### config.mk
export PLATFORM = sky130hd
export DESIGN_NAME = fast_shadow_set
export DESIGN_NICKNAME = d
export VERILOG_FILES = /design/src/rtl/fsr_pkg.sv /design/src/rtl/fsr_shadow.sv /design/src/rtl/fsr_restore.sv /design/src/rtl/fsr_hazard.sv /design/src/rtl/fast_shadow_set.sv
export SDC_FILE = /design/constraint.sdc
export NUM_CORES = 1
export LEC_CHECK = 0
export BUFFER_PORTS_ARGS = -buffer_cell sky130_fd_sc_hd__buf_4
export CAP_MARGIN = 10
export CORE_UTILIZATION = 54
export DETAILED_ROUTE_END_ITERATION = 16
export PLACE_DENSITY = 0.83
export SLEW_MARGIN = 20
export SYNTH_ARGS = -nofsm -noshare
export SYNTH_HDL_FRONTEND = slang
export SYNTH_SLANG_ARGS = --single-unit
### constraint.sdc
create_clock -name clk_i -period 2.1 [get_ports clk_i]
set_clock_uncertainty 0.05 [all_clocks]
set_input_delay 0.21 -clock clk_i [delete_from_list [all_inputs] [get_ports clk_i]]
set_output_delay 0.21 -clock clk_i [all_outputs]
set_load 0.01 [all_outputs]
### src/rtl/fsr_pkg.sv
package fsr_pkg;
  localparam int NREG = 3;
  localparam int IDX_STATUS = 0;
  localparam int IDX_WREG   = 1;
  localparam int IDX_BANK   = 2;
endpackage

### src/rtl/fsr_shadow.sv
module fsr_shadow
  import fsr_pkg::*;
#(
  parameter int DATA_W = 8
) (
  input  logic                         clk_i,
  input  logic                         rst_ni,
  input  logic                         load_i,
  input  logic [NREG-1:0][DATA_W-1:0]  data_i,
  output logic [NREG-1:0][DATA_W-1:0]  data_o
);
  for (genvar g = 0; g < NREG; g++) begin : g_fld
    logic [DATA_W-1:0] q;
    always_ff @(posedge clk_i or negedge rst_ni) begin
      if (!rst_ni)     q <= '0;
      else if (load_i) q <= data_i[g];
    end
    assign data_o[g] = q;
  end
endmodule

### src/rtl/fsr_restore.sv
module fsr_restore
  import fsr_pkg::*;
#(
  parameter int DATA_W = 8
) (
  input  logic                         clk_i,
  input  logic                         rst_ni,
  input  logic                         ret_i,
  input  logic [NREG-1:0][DATA_W-1:0]  shadow_i,
  output logic [NREG-1:0][DATA_W-1:0]  data_o,
  output logic                         vld_o
);
  // shadow_i is the pre-load value, so a coincident load cannot leak in
  for (genvar g = 0; g < NREG; g++) begin : g_out
    logic [DATA_W-1:0] q;
    always_ff @(posedge clk_i or negedge rst_ni) begin
      if (!rst_ni)    q <= '0;
      else if (ret_i) q <= shadow_i[g];
    end
    assign data_o[g] = q;
  end

  always_ff @(posedge clk_i or negedge rst_ni) begin
    if (!rst_ni) vld_o <= 1'b0;
    else         vld_o <= ret_i;
  end
endmodule

### src/rtl/fsr_hazard.sv
module fsr_hazard (
  input  logic clk_i,
  input  logic rst_ni,
  input  logic load_i,
  input  logic lo_load_i,
  input  logic hi_load_i,
  input  logic ret_i,
  output logic warn_o
);
  logic lo_pend_q;

  always_ff @(posedge clk_i or negedge rst_ni) begin
    if (!rst_ni)     lo_pend_q <= 1'b0;
    else if (load_i) lo_pend_q <= lo_load_i;
    else if (ret_i)  lo_pend_q <= 1'b0;
  end

  // a coincident fast return consumes the low save before it is overwritten
  always_ff @(posedge clk_i or negedge rst_ni) begin
    if (!rst_ni) warn_o <= 1'b0;
    else         warn_o <= hi_load_i & lo_pend_q & ~ret_i;
  end
endmodule

### src/rtl/fast_shadow_set.sv
module fast_shadow_set
  import fsr_pkg::*;
#(
  parameter int DATA_W = 8
) (
  input  logic              clk_i,
  input  logic              rst_ni,
  input  logic [DATA_W-1:0] status_i,
  input  logic [DATA_W-1:0] wreg_i,
  input  logic [DATA_W-1:0] bank_i,
  input  logic              irq_vec_i,
  input  logic              irq_hi_i,
  input  logic              fast_call_i,
  input  logic              fast_ret_i,
  output logic [DATA_W-1:0] status_o,
  output logic [DATA_W-1:0] wreg_o,
  output logic [DATA_W-1:0] bank_o,
  output logic              restore_vld_o,
  output logic              overwrite_warn_o
);
  logic                        load;
  logic                        lo_load;
  logic                        hi_load;
  logic [NREG-1:0][DATA_W-1:0] cur;
  logic [NREG-1:0][DATA_W-1:0] shadow;
  logic [NREG-1:0][DATA_W-1:0] rest;

  assign load    = irq_vec_i | fast_call_i;
  assign hi_load = irq_vec_i & irq_hi_i;
  assign lo_load = irq_vec_i & ~irq_hi_i;

  assign cur[IDX_STATUS] = status_i;
  assign cur[IDX_WREG]   = wreg_i;
  assign cur[IDX_BANK]   = bank_i;

  fsr_shadow #(.DATA_W(DATA_W)) u_shadow (
    .clk_i  (clk_i),
    .rst_ni (rst_ni),
    .load_i (load),
    .data_i (cur),
    .data_o (shadow)
  );

  fsr_restore #(.DATA_W(DATA_W)) u_restore (
    .clk_i    (clk_i),
    .rst_ni   (rst_ni),
    .ret_i    (fast_ret_i),
    .shadow_i (shadow),
    .data_o   (rest),
    .vld_o    (restore_vld_o)
  );

  fsr_hazard u_hazard (
    .clk_i     (clk_i),
    .rst_ni    (rst_ni),
    .load_i    (load),
    .lo_load_i (lo_load),
    .hi_load_i (hi_load),
    .ret_i     (fast_ret_i),
    .warn_o    (overwrite_warn_o)
  );

  assign status_o = rest[IDX_STATUS];
  assign wreg_o   = rest[IDX_WREG];
  assign bank_o   = rest[IDX_BANK];
endmodule

==> run summary <==
The run finished with clean final reports. The logs give 910 ps for the critical path data arrival time and 21 for the count of standard-cell rows. The vertical die dimension is 61.45 µm, and the number of pins exceeding their max-slew limit in the final report is 0. The Yosys step of the flow raised 0 warnings.

The tools report the startpoint kind of the worst setup timing path as a flop. Entering global routing, the biggest net connects 52 pins. Detailed placement ended at an HPWL of 2291 µm.

After synthesis, the mean cell area works out to 17.51 µm². Power spread over the standard cell area amounts to 835.6 nW/µm². For flop-to-flop paths, the worst setup slack is 1250 ps.

The number of hold-slack violations in the final timing report was 0; the highest fanout seen on the critical path was 2. The setup path with the least slack is of type flop to output pin. In this run, post-CTS repair resized a total of 0 instances.

Number of antenna violations at the first check in global routing: 0. The number of buffers added by the clock tree synthesis step is 5, and the number of design-rule violations left by the first detailed-router iteration is 22. IR analysis of the VDD net gives a maximum drop of 0.5343 mV. After synthesis the netlist holds a flip-flop and latch count of 51. Initial standard-cell utilization of the core: 0.5673. The tightest min-delay check is of the input pin to flop type.

The buffering stage count on the worst path with inverters included came out at 1. The largest single stage delay on the critical path is 410 ps. The run gives 0 as the DRC violation count after routing.

Summed over all failing endpoints, the final setup total negative slack is 0 ps. Clock latency on the worst-skew pair, taken at its later pin, is 350 ps. The clock input transition at the sequential cells of the worst setup and hold paths was 130 ps. The diode insertion count for antenna repair is 0, and the headroom to the max-slew limit is 0.5325.

In this run the horizontal extent of the chip is 61.45 µm. The die area is 3775 µm², and the final count of negative-setup-slack endpoints is 0. At the end of routability-driven placement, the weighted congestion stood at 0.6943. Dividing the detail-routed via count by the number of cells gives 5.019.

Static power due to leakage: 0.001123 µW. The routed design has 3183 µm of wire. The portion of the post-synthesis area used by sequential elements came out at 0.6689. The number of sinks driven by the clock tree is 51. Synthesis instantiated 9 different standard cells from the library. For the placed cell count, the log shows 205. The signal on the critical path passes through buf_4.

The tools report the global-route total usage across every layer as 0.1842. Critical path data required time: 1840 ps. The final routed wire length divided by cell count works out to 14.87 µm. Transition at the pin with the smallest max-transition slack: 699.6 ps. Maximum clock rate: 853.1 MHz. After global routing the overflow that remains totals 0. The worst setup path is captured at an output pin. Setup repair after global routing left no endpoint under its margin.

The number of vias after detailed routing was 1074; the post-synthesis cell area was 1908 µm². Final-layout fill cell count: 245. The first-pass GRT wire length was 4878 µm. Before antenna repair, the detailed router went through 3 iterations. The via count of the first global-routing pass was 1130; the final critical-path required period was 1172 ps. The post-synthesis instance total is 109, and the non-filler instance count after layout is 214. From synthesis to final layout, the design area changed by 27.08%. The maximum level of the CTS H-tree is 2. The logs give 197 for the final layout net count and 0 for the post-CTS setup-driven buffer insertion count. The max-cap violation count was 0; the buffer depth of the longest clock path was 2. The tools report the total nets after synthesis as 139. The tools report the cell chosen for the clock root as sky130_fd_sc_hd__clkbuf_4.

The slowest stage of the critical path belongs to the cell sky130_fd_sc_hd__dfrtp_1. The ratio of final minimum period to clock period came out at 0.5582. The category of cells accounting for the largest share of critical-path delay was flip-flops. The share of post-route cells with drive strength above 1 works out to 0.6667.

For this design the top-level I/O count stands at 56. In this run the standard cell core region covers 3363 µm². The count of nets left with antenna violations once routing finished came out at 0. TritonCTS built the clock tree.

Input and output buffers added on the ports amount to 55.
==> repair_timing <==
action	4_1_cts	5_1_grt
setup endpoints to repair	0	0
hold buffers	1	0
hold endpoints to repair	51	0
==> synthesized netlist by cell type, drive strengths merged <==
| cell | n | share of area |
|---|---|---|
| dfrtp | 51 | 0.67 |
| mux2 | 48 | 0.29 |
| buf | 5 | 0.026 |
| inv | 2 | 0.0039 |
| a32o | 1 | 0.0052 |
| and4 | 1 | 0.0046 |
| nor2 | 1 | 0.0059 |
==> worst paths after layout <==
kind,from,end,cells after the start
hold / removal,status_i[0],u_shadow.g_fld[0].q[0],2
setup reg to reg,u_shadow.g_fld[1].q[6],u_shadow.g_fld[1].q[6],1
min in group asynchronous,rst_ni,u_restore.g_out[1].q[2],2
setup / recovery,u_restore.g_out[2].q[0],bank_o[0],1
max in group asynchronous,rst_ni,u_shadow.g_fld[0].q[5],2
hold reg to reg,u_shadow.g_fld[0].q[4],u_restore.g_out[0].q[4],1
==> per-stage QoR <==
step / hold slack [ps] / setup WS, ps / area, µm² / util / total power (µW)
3_3_place_gp: 203.7 / 604.1 / 2328 / 0.6923 / 1471
3_5_place_dp: 209.9 / 592.2 / 2328 / 0.6923 / 1490
6_report: 27.56 / 927.8 / 2425 / 0.7210 / 2026
4_1_cts: 9.931 / 900.6 / 2425 / 0.7210 / 2051
2_1_floorplan: -135.6 / 1053 / 1908 / - / 1305
5_1_grt: 5.564 / 874.9 / 2425 / 0.7210 / 2124
==> kinds of logic after synthesis <==
kind of cell / share of synthesized area
AO/OA/AOI/OAI: 0.005246
buffers and inverters: 0.03016
flip-flops: 0.6689
AND/OR/NAND/NOR: 0.01049
multiplexers: 0.2852
==> placed cells by master, fill, tap and decap left out <==
cell and instances:
sky130_fd_sc_hd__bufinv_16 1, sky130_fd_sc_hd__clkinv_2 1, sky130_fd_sc_hd__clkbuf_4 5, sky130_fd_sc_hd__clkbuf_8 1, sky130_fd_sc_hd__dlygate4sd3_1 1, sky130_fd_sc_hd__mux2_2 47
sky130_fd_sc_hd__mux2_4 1, sky130_fd_sc_hd__and4_1 1, sky130_fd_sc_hd__buf_4 55, sky130_fd_sc_hd__inv_1 2, sky130_fd_sc_hd__a32o_1 1, sky130_fd_sc_hd__dfrtp_1 51
sky130_fd_sc_hd__nor2_4 1
==> per-layer routing <==
| metal | GRT usage | wire length [µm] |
|---|---|---|
| met1 | 0.1902 | 1195 |
| met3 | 0.05252 | 201 |
| met5 | 0 | 0 |
| met2 | 0.3478 | 1742 |
| met4 | 0.07619 | 44 |
==> power by group <==
part	switching [µW]	internal (µW)	total [µW]
registers	54.4	1080	1140
clock network	280	282	562
logic	125	200	325
total	460	1570	2030
==> final cells by class <==
class	count	area (µm²)	share of cell area
inverter	2	7.507	0.003096
tap	46	57.56	0.02374
multi-input combinational	51	574.3	0.2368
timing repair buffer	56	422.9	0.1744
clock buffer	6	51.30	0.02116
clock inverter	2	35.03	0.01445
sequential	51	1276	0.5263
==> flip-flops by register name, indices dropped and copies added, names as in the netlist <==
register and count:
u_restore.vld_o 1, u_shadow.g_fld.q 24, u_restore.g_out.q 24, u_hazard.warn_o 1
u_hazard.lo_pend_q 1
(Power assumes the default switching activity.)
